## config.mk

```make
export PLATFORM = sky130hd
export DESIGN_NAME = frame_serializer
export DESIGN_NICKNAME = d
export VERILOG_FILES = /design/src/rtl/ser_pkg.sv /design/src/rtl/ser_frame_ctrl.sv /design/src/rtl/ser_slow_mux.sv /design/src/rtl/ser_scrambler.sv /design/src/rtl/ser_fast_lane.sv /design/src/rtl/frame_serializer.sv
export SDC_FILE = /design/constraint.sdc
export NUM_CORES = 2
export LEC_CHECK = 0
export CAP_MARGIN = 10
export CORE_MARGIN = 2
export CORE_UTILIZATION = 56
export CTS_CLUSTER_DIAMETER = 80
export CTS_CLUSTER_SIZE = 40
export DETAILED_ROUTE_END_ITERATION = 7
export PLACE_DENSITY_LB_ADDON = 0.15
export REMOVE_ABC_BUFFERS = 1
export SYNTH_ARGS = -nofsm -noshare
export SYNTH_HDL_FRONTEND = slang
export SYNTH_HIERARCHICAL = 1
export SYNTH_SLANG_ARGS = --single-unit
```

## constraint.sdc

```tcl
create_clock -name clk -period 2.52 [get_ports clk]
set_input_delay 0.504 -clock clk [delete_from_list [all_inputs] [get_ports clk]]
set_output_delay 0.504 -clock clk [all_outputs]
set_load 0.01 [all_outputs]
```

## src/rtl/ser_pkg.sv

```systemverilog
`timescale 1ns/1ps
package ser_pkg;
  localparam int unsigned SCR_W = 7;
  localparam logic [SCR_W-1:0] SCR_SEED = 7'h7F;

  // one step of the x^7+x^6+1 generator; output taken from the MSB
  function automatic logic [SCR_W-1:0] scr_step(input logic [SCR_W-1:0] s);
    return {s[SCR_W-2:0], s[6] ^ s[5]};
  endfunction

  // position inside a lane of the bit presented by slow mux `phase` in `slot`
  function automatic int unsigned lane_pos(input int unsigned slot,
                                           input int unsigned phase,
                                           input int unsigned sub);
    return slot * sub + phase;
  endfunction
endpackage

```

## src/rtl/ser_frame_ctrl.sv

```systemverilog
`timescale 1ns/1ps
module ser_frame_ctrl #(
  parameter int unsigned ROW_BITS = 640,
  parameter int unsigned SUB      = 4,
  parameter int unsigned SLOTS    = 40,
  parameter int unsigned PH_W     = 2,
  parameter int unsigned SL_W     = 6
) (
  input  logic                clk,
  input  logic                rst_n,
  input  logic                row_load,
  input  logic [ROW_BITS-1:0] row_in,
  output logic [ROW_BITS-1:0] work_row,
  output logic [PH_W-1:0]     phase,
  output logic [SL_W-1:0]     slot,
  output logic                slow_tick,
  output logic                frame_end,
  output logic                frame_mark,
  output logic                seed_now,
  output logic                slow_clk
);
  localparam logic [PH_W-1:0] PH_LAST = PH_W'(SUB - 1);
  localparam logic [PH_W-1:0] PH_HALF = PH_W'(SUB / 2);
  localparam logic [SL_W-1:0] SL_LAST = SL_W'(SLOTS - 1);
  localparam logic [SL_W-1:0] SL_ONE  = SL_W'(1);

  logic [ROW_BITS-1:0] hold_row;

  assign slow_tick  = (phase == PH_LAST);
  assign frame_end  = slow_tick && (slot == SL_LAST);
  assign frame_mark = (phase == '0) && (slot == '0);
  assign seed_now   = (phase == '0) && (slot == SL_ONE);
  assign slow_clk   = (phase >= PH_HALF);

  always_ff @(posedge clk or negedge rst_n) begin
    if (!rst_n) begin
      phase <= '0;
      slot  <= '0;
    end else if (slow_tick) begin
      phase <= '0;
      slot  <= (slot == SL_LAST) ? '0 : slot + 1'b1;
    end else begin
      phase <= phase + 1'b1;
    end
  end

  always_ff @(posedge clk or negedge rst_n) begin
    if (!rst_n)        hold_row <= '0;
    else if (row_load) hold_row <= row_in;
  end

  always_ff @(posedge clk or negedge rst_n) begin
    if (!rst_n)         work_row <= '0;
    else if (frame_end) work_row <= hold_row;
  end

  AST_HOLD_CAPTURE: assert property (@(posedge clk) disable iff (!rst_n)
    row_load |=> hold_row == $past(row_in));
  AST_WORK_STABLE: assert property (@(posedge clk) disable iff (!rst_n)
    !frame_end |=> $stable(work_row));
  AST_MARK_AFTER_END: assert property (@(posedge clk) disable iff (!rst_n)
    frame_end |=> frame_mark);
  AST_MARK_SINGLE: assert property (@(posedge clk) disable iff (!rst_n)
    frame_mark |=> !frame_mark);
  AST_TICK_SINGLE: assert property (@(posedge clk) disable iff (!rst_n)
    slow_tick |=> !slow_tick);
endmodule

```

## src/rtl/ser_slow_mux.sv

```systemverilog
`timescale 1ns/1ps
module ser_slow_mux
  import ser_pkg::*;
#(
  parameter int unsigned LANE_BITS = 160,
  parameter int unsigned SUB       = 4,
  parameter int unsigned SL_W      = 6,
  parameter int unsigned LB_W      = 8
) (
  input  logic                 clk,
  input  logic                 rst_n,
  input  logic [LANE_BITS-1:0] lane_bits,
  input  logic [SL_W-1:0]      slot,
  input  logic                 slow_tick,
  output logic [SUB-1:0]       slow_q
);
  for (genvar j = 0; j < SUB; j++) begin : g_sub
    logic [LB_W-1:0] pick;
    assign pick = LB_W'(lane_pos(32'(slot), j, SUB));

    always_ff @(posedge clk or negedge rst_n) begin
      if (!rst_n)         slow_q[j] <= 1'b0;
      else if (slow_tick) slow_q[j] <= lane_bits[pick];
    end
  end

  AST_SLOW_HELD: assert property (@(posedge clk) disable iff (!rst_n)
    !slow_tick |=> $stable(slow_q));
endmodule

```

## src/rtl/ser_scrambler.sv

```systemverilog
`timescale 1ns/1ps
module ser_scrambler
  import ser_pkg::*;
(
  input  logic clk,
  input  logic rst_n,
  input  logic seed_now,
  output logic scr_bit
);
  logic [SCR_W-1:0] state;
  logic [SCR_W-1:0] cur;

  assign cur     = seed_now ? SCR_SEED : state;
  assign scr_bit = cur[SCR_W-1];

  always_ff @(posedge clk or negedge rst_n) begin
    if (!rst_n) state <= SCR_SEED;
    else        state <= scr_step(cur);
  end

  AST_SEED_RESTART: assert property (@(posedge clk) disable iff (!rst_n)
    seed_now |=> state == 7'h7E);
  AST_STATE_LIVE: assert property (@(posedge clk) disable iff (!rst_n)
    state != '0);
endmodule

```

## src/rtl/ser_fast_lane.sv

```systemverilog
`timescale 1ns/1ps
module ser_fast_lane #(
  parameter int unsigned SUB  = 4,
  parameter int unsigned PH_W = 2
) (
  input  logic            clk,
  input  logic            rst_n,
  input  logic [SUB-1:0]  slow_q,
  input  logic [PH_W-1:0] phase,
  input  logic            scr_bit,
  input  logic            bypass,
  output logic            lane_q
);
  logic sel_bit;
  assign sel_bit = slow_q[phase];

  always_ff @(posedge clk or negedge rst_n) begin
    if (!rst_n) lane_q <= 1'b0;
    else        lane_q <= sel_bit ^ (scr_bit & ~bypass);
  end

  AST_BYPASS_PLAIN: assert property (@(posedge clk) disable iff (!rst_n)
    bypass |=> lane_q == $past(sel_bit));
endmodule

```

## src/rtl/frame_serializer.sv

```systemverilog
`timescale 1ns/1ps
module frame_serializer #(
  parameter int unsigned ROW_BITS = 640,
  parameter int unsigned LANES    = 4,
  parameter int unsigned SUB      = 4
) (
  input  logic                  clk,
  input  logic                  rst_n,
  input  logic [ROW_BITS-1:0]   row_in,
  input  logic                  row_load,
  input  logic                  scr_bypass,
  output logic [LANES-1:0]      lane_out,
  output logic [LANES*SUB-1:0]  test_out,
  output logic                  slow_clk,
  output logic                  frame_mark
);
  localparam int unsigned LANE_BITS = ROW_BITS / LANES;
  localparam int unsigned SLOTS     = LANE_BITS / SUB;
  localparam int unsigned PH_W      = (SUB > 1) ? $clog2(SUB) : 1;
  localparam int unsigned SL_W      = (SLOTS > 1) ? $clog2(SLOTS) : 1;
  localparam int unsigned LB_W      = (LANE_BITS > 1) ? $clog2(LANE_BITS) : 1;

  logic [ROW_BITS-1:0] work_row;
  logic [PH_W-1:0]     phase;
  logic [SL_W-1:0]     slot;
  logic                slow_tick;
  logic                frame_end;
  logic                seed_now;
  logic                scr_bit;

  ser_frame_ctrl #(
    .ROW_BITS(ROW_BITS), .SUB(SUB), .SLOTS(SLOTS), .PH_W(PH_W), .SL_W(SL_W)
  ) u_ctrl (
    .clk(clk), .rst_n(rst_n), .row_load(row_load), .row_in(row_in),
    .work_row(work_row), .phase(phase), .slot(slot), .slow_tick(slow_tick),
    .frame_end(frame_end), .frame_mark(frame_mark), .seed_now(seed_now),
    .slow_clk(slow_clk)
  );

  ser_scrambler u_scr (
    .clk(clk), .rst_n(rst_n), .seed_now(seed_now), .scr_bit(scr_bit)
  );

  for (genvar k = 0; k < LANES; k++) begin : g_lane
    logic [SUB-1:0] slow_q;

    ser_slow_mux #(
      .LANE_BITS(LANE_BITS), .SUB(SUB), .SL_W(SL_W), .LB_W(LB_W)
    ) u_slow (
      .clk(clk), .rst_n(rst_n),
      .lane_bits(work_row[k*LANE_BITS +: LANE_BITS]),
      .slot(slot), .slow_tick(slow_tick), .slow_q(slow_q)
    );

    ser_fast_lane #(.SUB(SUB), .PH_W(PH_W)) u_fast (
      .clk(clk), .rst_n(rst_n), .slow_q(slow_q), .phase(phase),
      .scr_bit(scr_bit), .bypass(scr_bypass), .lane_q(lane_out[k])
    );

    assign test_out[k*SUB +: SUB] = slow_q;
  end
endmodule

```

==> impl_metrics.tcl <==
set metrics [dict create \
    max_freq_ghz 0.403 \
    rsz0062_at_grt "false" \
    synth_commonest_cells "1308 x dfrtp_1, 820 x mux2_2, 460 x mux2_4, 220 x mux2i_1, 94 x buf_2" \
    cts.sinks 1315 \
    synth-edff-count 0 \
    numCtsBuffers 51 \
    synth_most_common_cell "dfrtp_1" \
    netlist_area_mm2 0.0564 \
    finalSetupViolCount 0 \
    grt_use_total_pct 26.8 \
    place_ws_ps -408 \
    drive_gt1_share_pct 40.1 \
    hold_viol 0 \
    fp.dieH_um 321 \
    ios 666 \
    status "complete, no violations" \
    cts_tree "built" \
    viasPerCell 5.63 \
    seq_area_frac_synth_pct 58.3 \
    yosys-top-cells-area "dfrtp_1 58%, mux2_2 16%, mux2_4 12%, mux2i_1 3.9%, mux4_1 2.0%" \
    syn_inst 3384 \
    r2r_slack_ps 40 \
    p_leak_nw 31.7 \
    grt_start_max_net_pins 90 \
    reg2reg_from "u_ctrl/slot[1]" \
    ys.flop_type "dfrtp_1" \
    r2r_cells 9 \
    antenna_found_initial 22 \
    clock_path_buffers 3 \
    final.period_utilization_pct 98.5 \
    crit_path_start_kind "flip-flop" \
    yosysTopAreaCellShare_pct 58.0 \
    grt_pass1_vias 33100 \
    first_iter_violations 2035 \
    h-tree-depth 2 \
    areaGrowthSynthToFinish_pct 20.5 \
    syn_area_per_cell_um2 16.7 \
    drtPass1Iterations 4 \
    cts_root_buf "clkbuf_16" \
    final_area_mm2 0.0680 \
    maxSlewHeadroom_pct 54.9 \
    critPathCapture "g_lane[1].u_slow/slow_q[3]" \
    die_area_mm2 0.103 \
    critPathCaptureType "flip-flop" \
    place.gp.congestion 0.832 \
    io_buffers 665 \
    start_util_pct 56.4 \
    path_class "flip-flop to flip-flop" \
    vias 30800 \
    wl_per_cell_um 25.3 \
    worstSkewPairLatency_ps 720 \
    num_rows 116 \
    nNetsFinal 4771 \
    yosysTopAreaCell "dfrtp_1" \
    maxSlewViolCount 0 \
    ys_warn_count 6 \
    skew_ps 52.3 \
    setup_ws_ps 38.8 \
    wirelength_mm 138 \
    nFillCells 6970 \
    clk_pin_slew_worst_paths_ps 120 \
    worstPathArrival_ps 3070 \
    grt_first_pass_wirelength_mm 208 \
    synth_async_sr_flop_share_pct 100 \
    r2r-end "g_lane[1].u_slow/slow_q[3]" \
    power_mw 38.0 \
    cap_viol_max_count 0 \
    dp_hpwl_mm 101 \
    ys_types 41 \
    path_max_fanout 27 \
    vdd_drop_max_mv 0.647 \
    coreArea_mm2 0.100 \
    grt-ovfl-total 0 \
    p_per_area_mw_per_mm2 558 \
    synth_seq_cells 1315 \
    dpl_cell_area_mm2 0.0657 \
    worstPathRequired_ps 3110 \
    ant_nets 0 \
    die_w_um 321 \
    worst_pin_slew_ps 676 \
    drc 0 \
    crit_start "u_ctrl/slot[1]" \
    min_period_ps 2480 \
    hold_path_class "input port to asynchronous set/reset pin" \
]
cells in the final DEF, fill, tap and decap left out, types with 7 or more instances in the layout:
master and instances:
a221oi_1 7, a21oi_1 37, a22oi_1 69, nand2b_1 16
clkdlybuf4s50_1 661, buf_4 145, a221o_1 12, nor2_1 28
dfstp_2 7, mux4_2 24, mux2_4 460, nand2_1 20
or2_1 7, buf_12 69, a22o_1 12, diode_2 16
mux2i_1 219, dfrtp_1 1300, clkbuf_16 53, mux2_2 820
inv_12 8, mux4_1 44, nor2b_1 7, xnor2_1 8
kinds of logic (layout without fill, tap and decap cells):
family,count (synthesis),in the layout,share of synthesized area (%)
AOI/OAI and AO/OA,163,163,2.18
and+or+nand+nor,116,116,1.06
buffers and inverters,207,984,2.68
xor gates and xnor gates,9,9,0.140
muxes,1568,1568,35.5
adders and majority gates,6,6,0.133
other,0,16,0
DFF,1315,1315,58.3
per-stage QoR:
stage / TNS (ps) / hold slack (ps) / util (%) / cells
4_1_cts: -8.02 / 343 / 67.9 / 5456
6_report: 0 / 383 / 68.0 / 5475
2_1_floorplan: - / 208 / - / 3186
5_1_grt: 0 / 366 / 68.0 / 5474
3_5_place_dp: -1990 / 480 / 65.7 / 5350
3_3_place_gp: -1780 / 480 / 65.7 / 5350
state kept, by name, indices dropped and copies added (netlist names):
| register | count |
|---|---|
| g_lane.u_fast/lane_q | 4 |
| g_lane.u_slow/slow_q | 16 |
| u_ctrl/hold_row | 640 |
| u_ctrl/phase | 2 |
| u_ctrl/slot | 6 |
| u_ctrl/work_row | 640 |
| u_scr/state | 7 |
how the worst min path moves through the flow:
stage / from / to / depth (start not counted) / slack, ps
finish: rst_n / u_ctrl/hold_row[397] / 2 / 380
global route: row_in[521] / u_ctrl/hold_row[521] / 2 / 370
CTS: row_in[208] / u_ctrl/hold_row[208] / 2 / 340
detailed placement: rst_n / u_ctrl/hold_row[397] / 1 / 480
global placement: rst_n / u_ctrl/hold_row[397] / 1 / 480
floorplan: rst_n / g_lane[0].u_fast/lane_q / 0 / 210
power breakdown:
group,internal (mW),switching [mW]
Sequential,22.1,0.606
Combinational,1.96,1.22
Clock,4.53,7.56
metal layers:
metal  part of all wire, %  vias up  global-route usage [%]
li1                      -    13800                       -
met1                    45    16200                    37.9
met2                    48      667                    43.2
met3                   4.3      165                    3.69
met4                   3.0        8                    8.88
met5                 0.033        -                       0
cell type report:
cell class	instances	area [um^2]	area share, %
inverter	9	41.3	0.0607
clock inverter	37	649	0.954
timing repair buffer	882	9220	13.6
antenna	16	40.0	0.0588
multi-input combinational	1862	22200	32.6
tap	1298	1620	2.39
clock buffer	56	1340	1.97
sequential	1315	32900	48.4
what timing repair did:
action,in CTS,in global routing
cloned,1,0
endpoints found under the setup margin,11,9
hold buffers,1,0
setup buffers,11,5
pin swaps,3,2
gates resized for setup,34,9
hold endpoints to repair,44,0
worst max-delay path, cell delays in order (launching register included):
cell and delay [ps]:
dfrtp_4 460, buf_12 160, buf_12 240, buf_4 180
mux2i_1 310, a22oi_1 150, a21oi_1 320, nor4_4 90
buf_4 160, a221o_1 280
Power figures use the tool's default switching activity.
